### src/rtl/popcnt_pkg.sv
package popcnt_pkg;

    typedef enum logic [2:0] {
        ST_IDLE  = 3'd0,
        ST_START = 3'd1,
        ST_INC   = 3'd2,
        ST_SHIFT = 3'd3,
        ST_NEXT  = 3'd4,
        ST_WAIT  = 3'd5
    } pc_state_e;

    typedef struct packed {
        pc_state_e state;
        logic      done;
    } pc_ctrl_s;

endpackage

### src/rtl/popcnt_ctrl.sv
module popcnt_ctrl
    import popcnt_pkg::*;
(
    input  logic clk,
    input  logic rst_n,
    input  logic word_stb_i,
    input  logic end_stb_i,
    input  logic cur_lsb_i,
    input  logic cur_zero_i,
    input  logic nxt_lsb_i,
    input  logic nxt_zero_i,
    output logic load_o,
    output logic clear_o,
    output logic inc_o,
    output logic shift_o,
    output logic ready_o,
    output logic done_o
);

    pc_ctrl_s cs_q;
    pc_ctrl_s cs_d;

    // next state and completion flag
    always_comb begin
        cs_d = cs_q;
        case (cs_q.state)
            ST_IDLE: begin
                if (word_stb_i && !end_stb_i) begin
                    cs_d.state = ST_START;
                    cs_d.done  = 1'b0;
                end
            end
            ST_START, ST_NEXT: begin
                if (cur_zero_i)      cs_d.state = ST_WAIT;
                else if (cur_lsb_i)  cs_d.state = ST_INC;
                else                 cs_d.state = ST_SHIFT;
            end
            ST_INC, ST_SHIFT: begin
                if (nxt_zero_i)      cs_d.state = ST_WAIT;
                else if (nxt_lsb_i)  cs_d.state = ST_INC;
                else                 cs_d.state = ST_SHIFT;
            end
            ST_WAIT: begin
                if (end_stb_i) begin
                    cs_d.state = ST_IDLE;
                    cs_d.done  = 1'b1;
                end else if (word_stb_i) begin
                    cs_d.state = ST_NEXT;
                end
            end
            default: begin
                cs_d.state = ST_IDLE;
                cs_d.done  = 1'b0;
            end
        endcase
    end

    always_ff @(posedge clk or negedge rst_n) begin
        if (!rst_n) begin
            cs_q.state <= ST_IDLE;
            cs_q.done  <= 1'b0;
        end else begin
            cs_q <= cs_d;
        end
    end

    // datapath controls
    always_comb begin
        ready_o = (cs_q.state == ST_IDLE) || (cs_q.state == ST_WAIT);
        load_o  = ready_o && word_stb_i && !end_stb_i;
        clear_o = load_o && (cs_q.state == ST_IDLE);
        inc_o   = (cs_q.state == ST_INC);
        shift_o = (cs_q.state == ST_INC) || (cs_q.state == ST_SHIFT);
        done_o  = cs_q.done;
    end

endmodule

### src/rtl/popcnt_dp.sv
module popcnt_dp #(
    parameter int WORD_W = 8,
    parameter int CNT_W  = 8
) (
    input  logic              clk,
    input  logic              rst_n,
    input  logic              load_i,
    input  logic              clear_i,
    input  logic              inc_i,
    input  logic              shift_i,
    input  logic [WORD_W-1:0] word_i,
    output logic              cur_lsb_o,
    output logic              cur_zero_o,
    output logic              nxt_lsb_o,
    output logic              nxt_zero_o,
    output logic [CNT_W-1:0]  count_o
);

    typedef struct packed {
        logic [WORD_W-1:0] sreg;
        logic [CNT_W-1:0]  cnt;
    } dp_s;

    dp_s               dp_q;
    dp_s               dp_d;
    logic [WORD_W-1:0] shifted;

    assign shifted = dp_q.sreg >> 1;

    always_comb begin
        dp_d = dp_q;
        if (load_i) begin
            dp_d.sreg = word_i;
        end else if (shift_i) begin
            dp_d.sreg = shifted;
        end
        if (clear_i) begin
            dp_d.cnt = '0;
        end else if (inc_i) begin
            dp_d.cnt = dp_q.cnt + 1'b1;
        end
    end

    always_ff @(posedge clk or negedge rst_n) begin
        if (!rst_n) begin
            dp_q.sreg <= '0;
            dp_q.cnt  <= '0;
        end else begin
            dp_q <= dp_d;
        end
    end

    // status towards the controller: current value and value after one shift
    assign cur_lsb_o  = dp_q.sreg[0];
    assign cur_zero_o = (dp_q.sreg == '0);
    assign nxt_lsb_o  = shifted[0];
    assign nxt_zero_o = (shifted == '0);
    assign count_o    = dp_q.cnt;

endmodule

### src/rtl/popcnt_accum.sv
module popcnt_accum #(
    parameter int WORD_W = 8,
    parameter int CNT_W  = 8
) (
    input  logic              clk,
    input  logic              rst_n,
    input  logic              word_valid,
    input  logic              series_end,
    input  logic [WORD_W-1:0] word_in,
    output logic              ready,
    output logic              result_valid,
    output logic [CNT_W-1:0]  ones_count
);

    logic load, clear, inc, shift;
    logic cur_lsb, cur_zero, nxt_lsb, nxt_zero;

    popcnt_ctrl u_ctrl (
        .clk        (clk),
        .rst_n      (rst_n),
        .word_stb_i (word_valid),
        .end_stb_i  (series_end),
        .cur_lsb_i  (cur_lsb),
        .cur_zero_i (cur_zero),
        .nxt_lsb_i  (nxt_lsb),
        .nxt_zero_i (nxt_zero),
        .load_o     (load),
        .clear_o    (clear),
        .inc_o      (inc),
        .shift_o    (shift),
        .ready_o    (ready),
        .done_o     (result_valid)
    );

    popcnt_dp #(
        .WORD_W (WORD_W),
        .CNT_W  (CNT_W)
    ) u_dp (
        .clk        (clk),
        .rst_n      (rst_n),
        .load_i     (load),
        .clear_i    (clear),
        .inc_i      (inc),
        .shift_i    (shift),
        .word_i     (word_in),
        .cur_lsb_o  (cur_lsb),
        .cur_zero_o (cur_zero),
        .nxt_lsb_o  (nxt_lsb),
        .nxt_zero_o (nxt_zero),
        .count_o    (ones_count)
    );

endmodule

### config.mk
export PLATFORM = sky130hd
export DESIGN_NAME = popcnt_accum
export DESIGN_NICKNAME = d
export VERILOG_FILES = /design/src/rtl/popcnt_pkg.sv /design/src/rtl/popcnt_ctrl.sv /design/src/rtl/popcnt_dp.sv /design/src/rtl/popcnt_accum.sv
export SDC_FILE = /design/constraint.sdc
export NUM_CORES = 1
export LEC_CHECK = 0
export BUFFER_PORTS_ARGS = -buffer_cell sky130_fd_sc_hd__buf_2
export CORE_MARGIN = 3
export CORE_UTILIZATION = 50
export CTS_CLUSTER_DIAMETER = 60
export CTS_CLUSTER_SIZE = 16
export DETAILED_ROUTE_END_ITERATION = 8
export GPL_ROUTABILITY_DRIVEN = 0
export GPL_TIMING_DRIVEN = 1
export PLACE_DENSITY = 0.73
export SLEW_MARGIN = 25
export SYNTH_ARGS = -nofsm -noshare
export SYNTH_HDL_FRONTEND = slang
export SYNTH_HIERARCHICAL = 1
export SYNTH_SLANG_ARGS = --single-unit
### constraint.sdc
create_clock -name clk -period 3.1 [get_ports clk]
set_clock_uncertainty 0.05 [all_clocks]
set_input_delay 0.155 -clock clk [delete_from_list [all_inputs] [get_ports clk]]
set_output_delay 0.155 -clock clk [all_outputs]
set_load 0.01 [all_outputs]
**Yosys cells after proc, flatten, opt, wreduce, memory -nomap -nowiden**

Cells that the tools add are included.

- Flip-flop bits (word level): 20
- Word-level logic and storage cells: 45
- Bits of input ports: 12
- Output and inout port bits: 10

- Reductions and logical operators: 17
- Bitwise gates (word level): 1
- Add/subtract/negate cells: 1
- Equality and inequality tests: 8
- Multiplexer cells: 14

Operators with widths:

| cell | number |
|---|---|
| 8-bit two-way mux | 4 |
| 8-bit logical NOT | 2 |
| 3-bit two-way mux | 4 |
| 3-bit case mux with 4 select lines | 1 |
| 8-bit by 1-bit adder with 8-bit output, second input constant | 1 |
| 3-bit by 2-bit == test with 1-bit output, second input constant | 2 |
| 3-bit == test, second input constant | 2 |
| 1-bit logical AND | 4 |
| 4-bit two-way mux | 1 |
| 2-bit nonzero test | 2 |
| 2-bit OR reduction | 2 |
| 4-bit OR reduction | 1 |
| 3-bit by 1-bit == test with 1-bit output, second input constant | 1 |
| 3-bit logical NOT | 1 |
| 1-bit two-way mux | 3 |
| 3-bit != test, second input constant | 1 |
| 1-bit case mux with 3 select lines | 1 |
| 3-bit AND reduction | 1 |
| 1-bit logical OR | 2 |
| 2-bit by 1-bit != test with 1-bit output, second input constant | 1 |
| 2-bit != test, second input constant | 1 |
| 2-bit AND reduction | 1 |
| 1-bit logical NOT | 1 |
| 1-bit NOT | 1 |

**Depth between registers and ports, before layout**

Gate-level depths: netlist (run 1).

- Depth after elaboration: 6
- Mapped depth: 8
- Depth with buffers taken out: 7

**By module**

Netlist (run 1), hierarchy kept.

Modules (own cells, without submodules):

| module | area each (um^2) | sequential area each (um^2) | cells an instance | times used |
|---|---|---|---|---|
| popcnt_dp | 824.5 | 400.4 | 82 | 1 |
| popcnt_ctrl | 315.3 | 100.1 | 41 | 1 |

**Least setup slack after synthesis (run 1)**

OpenSTA, ideal clock, no wires.

- Kind: register -> register
- Start point: reg u_dp/dp_q[14] (netlist name)
- End point: reg u_ctrl/cs_q[1] (netlist name)
- Slack: 1.272 ns
- Arrival time: 1.712 ns
- Period minus slack after synthesis: 1.828 ns
- Required time: 2.984 ns
- Library setup time: 0.066 ns
- Stages on the path, launching flop included: 8
- Buffers on the path: 0
- Cell sequence: dfrtp_1 or4_1 nor4_2 and2b_2 inv_1 a211oi_1 o221ai_1 nand2_1

- Longest elaborated chain between the ends: 3
- Elaborated cells between the ends (all ways): 5
- Those cells by class: 3 x mux; 2 x reduce/logical

RTL lines:

| element | line | text |
|---|---|---|
| from (decl) | popcnt_dp.sv:24 | `dp_s dp_q;` |
| from (signal assigned) | popcnt_dp.sv:49 | `dp_q <= dp_d;` |
| 8-bit logical NOT | popcnt_dp.sv:57 | `assign nxt_zero_o = (shifted == '0);` |
| named net nxt_zero | popcnt_accum.sv:16 | `logic cur_lsb, cur_zero, nxt_lsb, nxt_zero;` |
| 3-bit two-way mux | popcnt_ctrl.sv:39 | `if (nxt_zero_i) cs_d.state = ST_WAIT;` |
| 3-bit case mux with 4 select lines | popcnt_ctrl.sv:26 | `case (cs_q.state)` |
| to (signal assigned) | popcnt_ctrl.sv:63 | `cs_q <= cs_d;` |
| to (decl) | popcnt_ctrl.sv:20 | `pc_ctrl_s cs_q;` |

The timed path passes the listed nets, and every way through them passes these cells.
A chain may end at the register's enable or synchronous reset.

**Worst setup path in the final report (run 1)**

- Start point: reg u_ctrl/cs_q[2] (netlist name)
- End point: reg u_dp.dp_q (netlist bit u_dp/count_o[7])

- Longest elaborated chain between the ends: 6
- Elaborated cells between the ends (all ways): 9
- Those cells by class: 2 x eq/ne; 1 x mux; 6 x reduce/logical

RTL lines:

| element | line | text |
|---|---|---|
| 3-bit == test / 3-bit logical NOT (equally long branches) | popcnt_ctrl.sv:69, popcnt_ctrl.sv:71 |  |
| 1-bit logical OR | popcnt_ctrl.sv:69 | `ready_o = (cs_q.state == ST_IDLE) \|\| (cs_q.state == ST_WAIT);` |
| 1-bit logical AND (2 in a row) | popcnt_ctrl.sv:70 | `load_o = ready_o && word_stb_i && !end_stb_i;` |
| 1-bit logical AND (*) | popcnt_ctrl.sv:71 | `clear_o = load_o && (cs_q.state == ST_IDLE);` |
| named net clear | popcnt_accum.sv:15 | `logic load, clear, inc, shift;` |
| 8-bit two-way mux / 2-bit nonzero test (equally long branches) | - |  |

Mark *: on every way through the listed nets, which the timed path passes. The rest lies on a longest branch.

==> key figures, run 1 <==
Synth
  – Syn_nets: 136
  – Sequential-to-total area share from yosys stat: a little over two fifths
  – Synth cell types: 31
  – Cells after synthesis: between 100 and 150
  – Synthesized flop and latch total: 20
  – Ys Warns: 6
  – Mapped Area: between 1000 and 1500 um2
  – Mapped Avg Cell Area: 9.27 um2

Run status
  – Status: finished clean

Layout
  – Nets: roughly 150
  – Share of post-route cells with drive strength above 1: 21.6%
  – Fillers: 188
  – Layout area overhead: 6.92%
  – Antenna Cells: 0

Die
  – Width of the chip: ~54 um
  – Top-level I/O count: 22
  – Die H: approximately 54 um
  – Initial core utilization: about 55%
  – Site Rows: 16
  – Die area: approximately 2900 um2
  – Core area: a little over 2000 um2

Drt
  – Detailed Route WL: ~2 mm
  – Vias per Instance: around 5.5
  – DR iter-0 viols: 17
  – Final ANT Viol Nets: 0
  – Routed len/inst: ~13 um
  – First-pass DRT Iterations: 4
  – Via count: 892
  – DRC: 0

CTS
  – Clock transition at path regs: around 110 ps
  – Clock Path Buffers: 2
  – Clock Latency Late Sink: around 290 ps
  – Root buffer selected by CTS: clkbuf_4
  – CTS Sinks: 20
  – Setup Buffers After CTS: 0
  – Num CTS Buffers: 3
  – H-tree depth: 1
  – TritonCTS clock tree: yes

Min path
  – HP Class: in -> reg

Pwr
  – Pwr per Cell Area: around 930 nW/um2
  – Leak Pwr: ~0.56 nW
  – Worst vdd ir: 451 uV

Global route
  – Initial antenna violation count: 0
  – Grt peak-use layer: met2
  – Met1 Use GR: between 10% and 20%
  – Total global routing track utilization: 16.4%
  – Grt total ovfl: 0
  – Met2 GRT Util: about 29%
  – Vias in the first global route: 836
  – Global-route wire length before repair: 3.47 mm
  – M3 GR Usage: 2.49%
  – Largest net degree at the start of global routing: 21

Worst setup path
  – CP max FO: 11
  – Crit path kind: reg -> reg
  – Startpoint Class: flop
  – Crit path required time: approximately 3300 ps
  – CP endpoint kind: flop
  – Crit path DAT: around 2400 ps

Timing
  – Worst-Margin Slew: between 500 and 600 ps
  – Maximum clock frequency: 0.447 GHz
  – Post-layout minimum cycle time: 2240 ps
  – RSZ-0062 raised after global routing: no
  – Setup TNS: 0 ps
  – Tcrit/Tclk final: roughly 72%
  – Slew margin rel.: 62.0%
  – Final slew viol count: 0
  – Final setup fails: 0
  – Final hold slack: between 10 and 15 ps
  – Fin. Hold Viols: 0

Place
  – # port buffers: 21
  – HPWL Detailed: between 1 and 1.5 mm

Run
  – Max-cap viol count: 0
[sequential cells by signal, indices dropped and copies added (netlist names)]
register	count
u_ctrl/done_o	1
u_dp/nxt_lsb_o	1
u_dp/cur_lsb_o	1
u_ctrl/cs_q	3
u_dp/dp_q	6
u_dp/count_o	8
[final cells by class]
cell class	count	area, um2	share of cell area (%)
tap	27	33.8	2.77
inverter	3	11.3	0.924
multi-input combinational	85	528	43.3
sequential	20	500	41.1
timing repair buffer	23	123	10.1
clock buffer	3	22.5	1.85
[worst max-delay path, cell delays in order, from the launching register on]
cell       delay (ps)
dfrtp_1           500
nor2_1            220
nand3b_1          130
nor2_1            460
o2111ai_2         250
or3_1             400
a21oi_1           160
[synthesized netlist by cell type, drive strengths merged]
cell type / n / share of area, %
a311oi: 1 / 0.77
o2111ai: 1 / 1.3
clkbuf: 1 / 0.33
o21ai: 14 / 6.1
buf: 14 / 8.5
nand3b: 1 / 0.66
and2b: 2 / 1.4
a211oi: 2 / 1.3
nor2: 9 / 3.0
nor3b: 1 / 0.66
and3: 1 / 0.55
ha: 1 / 1.1
nand3: 2 / 0.88
xnor2: 2 / 1.5
nand4: 3 / 1.6
or3: 3 / 1.6
or4: 1 / 0.66
nand2b: 1 / 0.55
mux2i: 9 / 7.9
nor2b: 3 / 1.6
o221ai: 1 / 0.77
a31o: 1 / 0.77
nor4: 1 / 1.1
inv: 3 / 0.99
dfrtp: 20 / 44
xor2: 3 / 2.3
nand2: 15 / 4.9
a21oi: 7 / 3.1
[final timing paths]
check | startpoint | slack (ps) | cells after the start | end
setup / recovery | u_ctrl/cs_q[2] | 860 | 6 | u_dp/count_o[7]
hold / removal | word_in[1] | 10 | 3 | u_dp/nxt_lsb_o
setup reg to reg | u_ctrl/cs_q[2] | 860 | 6 | u_dp/count_o[7]
hold reg to reg | u_dp/count_o[7] | 530 | 2 | u_dp/count_o[7]
max in group asynchronous | rst_n | 2420 | 2 | u_dp/dp_q[15]
min in group asynchronous | rst_n | 270 | 2 | u_dp/dp_q[12]
[cell usage in the layout, fill, tap and decap left out, drive strengths merged]
cell type	count
a211oi	2
a21oi	7
a311oi	1
a31o	1
and2b	2
and3	1
buf	22
clkbuf	3
dfrtp	20
dlygate4sd3	1
ha	1
inv	3
mux2i	9
nand2	15
nand2b	1
nand3	2
nand3b	1
nand4	3
nor2	9
nor2b	3
nor3b	1
nor4	1
o2111ai	1
o21ai	14
o221ai	1
or3	3
or4	1
xnor2	2
xor2	3
[kinds of logic (layout without fill, tap and decap cells)]
kind of cell	after synthesis	count (layout)	share of synthesized area, %
AOI/OAI and AO/OA	27	27	14.2
buffers and inverters	18	29	9.77
and+or+nand+nor	43	43	19.3
muxes	9	9	7.90
adders and majority gates	1	1	1.10
DFF	20	20	43.9
xor gates and xnor gates	5	5	3.84
[timing repair]
action,4_1_cts,5_1_grt
hold endpoints to repair,20,0
resized for setup,0,0
setup endpoints to repair,0,0
hold buffers,1,0
[power by group]
part / switching (mW) / internal, mW
Combinational: 0.261 / 0.244
Clock: 0.0716 / 0.0452
Sequential: 0.143 / 0.368
Total: 0.475 / 0.657
[layer usage]
| metal | vias up | share of wire [%] |
|---|---|---|
| li1 | 443 | - |
| met1 | 421 | 46 |
| met2 | 24 | 48 |
| met3 | 4 | 5.0 |
| met4 | 0 | 1.3 |
| met5 | - | 0 |
[through the flow]
| step | utilization (%) | setup WS (ps) | power [mW] | cell area [um2] | std cells |
|---|---|---|---|---|---|
| finish | 59.1 | 861 | 1.13 | 1220 | 161 |
| global route | 59.1 | 658 | 1.23 | 1220 | 161 |
| CTS | 59.1 | 891 | 1.14 | 1220 | 161 |
| detailed placement | 57.5 | 902 | 1.02 | 1190 | 157 |
| global placement | 57.5 | 1040 | 0.996 | 1190 | 157 |
| floorplan | - | 1270 | 0.947 | 1140 | 123 |
No activity file was read; power rests on OpenSTA's default activity.
==> run 2, diff against run 1 <==
Clock period 3.1 ns to 2.1 ns, I/O delays scaled along.
==> run 2 against run 1 <==
Effect of this change: die area did not move; final area rose by 10%; cell count rose by 7.5%; clock power rose by 88%; sequential power rose by 45%; global-route usage rose by 1.3 points; worst setup slack got worse by 760 ps; hold slack improved by 64 ps; via count rose by 5.8%; fmax rose by 12%; wire length rose by 9.7%; non-clock buffer count rose by 11; critical path type unchanged; critical endpoint is now u_ctrl/cs_q[1].
==> key figures, run 2 (same netlist as run 1, synthesis figures left out) <==
CTS
  – Setup Buffers After CTS: 0 (unchanged)
  – Num CTS Buffers: 3 (unchanged)
  – Clock Path Buffers: 2 (unchanged)
  – Root buffer selected by CTS: clkbuf_4 (unchanged)
  – CTS Sinks: 20 (unchanged)
  – Clock Latency Late Sink: 300 ps (was 290 ps)
  – TritonCTS clock tree: yes (unchanged)
  – Clock transition at path regs: 110 ps (about the same)
  – H-tree depth: 1 (unchanged)

Min path
  – HP Class: in -> reg (unchanged)
  – WHS Endpoint: u_ctrl/cs_q[1] (was u_dp/nxt_lsb_o)
  – Min-delay src: word_valid (was word_in[1])
  – Worst hold stages: 4 (was 3)

Timing
  – Setup TNS: 0 ps (unchanged)
  – Final slew viol count: 0 (unchanged)
  – Post-layout minimum cycle time: 2000 ps (was 2240 ps)
  – Final setup fails: 0 (unchanged)
  – Worst-Margin Slew: 457 ps (was 569 ps)
  – Tcrit/Tclk final: 95.4% (was 72.2%)
  – Maximum clock frequency: 0.499 GHz (was 0.447 GHz)
  – Fin. Hold Viols: 0 (unchanged)
  – Slew margin rel.: 69.5% (was 62.0%)
  – RSZ-0062 raised after global routing: no (unchanged)

Worst setup path
  – Slowest cell on crit path: or4_1 (was dfrtp_1)
  – FF-to-FF End: u_ctrl/cs_q[1] (was u_dp/count_o[7])
  – CP Depth: 7 (was 6)
  – Worst path buffer plus inverter count: 1 (was 0)
  – Crit path DAT: 2200 ps (was 2410 ps)
  – Critical path, cell by cell: or4_1 > nor4_4 > and2b_2 > inv_1 > a211oi_1 > o221ai_1 > nand2_1 (was nor2_1 > nand3b_1 > nor2_1 > o2111ai_2 > or3_1 > a21oi_1)
  – CP max stage delay: 580 ps (was 500 ps)
  – R2R Path Start: u_dp/dp_q[14] (was u_ctrl/cs_q[2])
  – Crit path required time: 2300 ps (was 3270 ps)
  – R2R depth: 7 (was 6)
  – CP top delay family: simple AND/OR/NAND/NOR gates (unchanged)
  – Crit path kind: reg -> reg (unchanged)
  – Startpoint Class: flop (unchanged)
  – CP endpoint kind: flop (unchanged)
  – R2R Setup Slk: 100 ps (was 860 ps)
  – CP max FO: 4 (was 11)

Drt
  – Via count: 944 (was 892)
  – Detailed Route WL: 2.23 mm (was 2.03 mm)
  – Vias per Instance: 5.46 (was 5.54)
  – DR iter-0 viols: 9 (was 17)
  – First-pass DRT Iterations: 4 (unchanged)
  – DRC: 0 (unchanged)
  – Final ANT Viol Nets: 0 (unchanged)
  – Routed len/inst: 12.9 um (was 12.6 um)

Die
  – Die area: 2890 um2 (unchanged)
  – Initial core utilization: 55.3% (unchanged)
  – Core area: 2060 um2 (unchanged)
  – Top-level I/O count: 22 (unchanged)
  – Die H: 53.7 um (unchanged)
  – Site Rows: 16 (unchanged)
  – Width of the chip: 53.7 um (unchanged)

Pwr
  – Leak Pwr: 0.621 nW (was 0.563 nW)
  – Worst vdd ir: 813 uV (was 451 uV)
  – Combinational Power Share: 46.0% (was 44.6%)
  – Internal Power: 1.05 mW (was 0.657 mW)
  – Seq pwr share: 41.7% (was 45.1%)
  – Pwr per Cell Area: 1330 nW/um2 (was 929 nW/um2)
  – Sw Pwr: 0.735 mW (was 0.475 mW)
  – Switching part of the total: 41.2% (was 42.0%)
  – Clock share of power: 12.3% (was 10.3%)

Layout
  – Most common cell after layout, fill and taps aside: buf_2 (unchanged)
  – Antenna Cells: 0 (unchanged)
  – Max reg flops: 8 (unchanged)
  – Post-layout util: 65.2% (was 59.1%)
  – Nets: 160 (was 149)
  – Most frequent cells in the layout: 21 x buf_2, 20 x dfrtp_1, 15 x nand2_1, 14 x o21ai_0 (unchanged)
  – Layout area overhead: 17.9% (was 6.92%)
  – Share of post-route cells with drive strength above 1: 22.6% (was 21.6%)

Place
  – # port buffers: 21 (unchanged)
  – HPWL Detailed: 1.57 mm (was 1.45 mm)

Global route
  – Total global routing track utilization: 17.7% (was 16.4%)
  – Global-route wire length before repair: 3.66 mm (was 3.47 mm)
  – Initial antenna violation count: 0 (unchanged)
  – Vias in the first global route: 883 (was 836)
  – Grt total ovfl: 0 (unchanged)
  – Largest net degree at the start of global routing: 21 (unchanged)

Run
  – Max-cap viol count: 0 (unchanged)

Run status
  – Status: finished clean (unchanged)
run 2: cell count changes in the layout (fill, tap and decap cells not counted):
cell / change
dlygate4sd3_1: +8
buf_4: +3
clkbuf_8: +1
nor4_2: -1
nor4_4: +1
run 2: power groups by stage:
stage,registers (mW),clock network [mW],logic [mW]
3_3_place_gp,0.733,0,0.758
6_report,0.743,0.220,0.820
3_5_place_dp,0.740,0,0.788
4_1_cts,0.730,0.235,0.804
2_1_floorplan,0.669,0,0.728
5_1_grt,0.769,0.244,0.919
run 2: how the worst max path moves through the flow:
stage	start	to	slack [ps]
global route	u_dp/dp_q[14]	u_ctrl/cs_q[1]	40
finish	u_dp/dp_q[14]	u_ctrl/cs_q[1]	100
CTS	u_dp/dp_q[14]	u_ctrl/cs_q[1]	120
detailed placement	u_dp/dp_q[14]	u_ctrl/cs_q[1]	150
global placement	u_dp/dp_q[14]	u_ctrl/cs_q[1]	200
floorplan	u_dp/dp_q[14]	u_ctrl/cs_q[1]	270
run 2: metal layers:
metal / vias up / wire [um] / track usage (%)
li1: 463 / - / -
met1: 454 / 952 / 20.6
met2: 23 / 1150 / 30.2
met3: 4 / 105 / 5.82
met4: 0 / 25 / 6.38
met5: - / 0 / 0
run 2: cell type report:
cell class / instances / area (um2)
clock buffers: 4 / 36.3
fillers: 173 / 718
inverters: 3 / 11.3
multi-input cells: 85 / 537
flip-flops and latches: 20 / 500
well taps: 27 / 33.8
repair buffers: 34 / 225
run 2: stage by stage:
step,setup WS [ps],hold slack (ps),std cells,cell area [um2],total power [mW]
4_1_cts,119,56.8,173,1340,1.77
2_1_floorplan,272,-241,123,1140,1.40
6_report,95.9,74.8,173,1340,1.78
3_5_place_dp,148,24.3,160,1210,1.53
5_1_grt,40.5,59.7,173,1340,1.93
3_3_place_gp,197,22.0,160,1210,1.49
run 2: timing repair:
action                                  4_1_cts  5_1_grt
endpoints found under the setup margin        0        1
hold endpoints to repair                     28        0
gates resized for setup                       0        1
hold buffers                                  9        0
run 2: worst register-to-register path: stages, from the launching register on:
cell	delay, ps
dfrtp_1	400
or4_1	580
nor4_4	210
and2b_2	200
inv_1	70
a211oi_1	210
o221ai_1	160
nand2_1	70
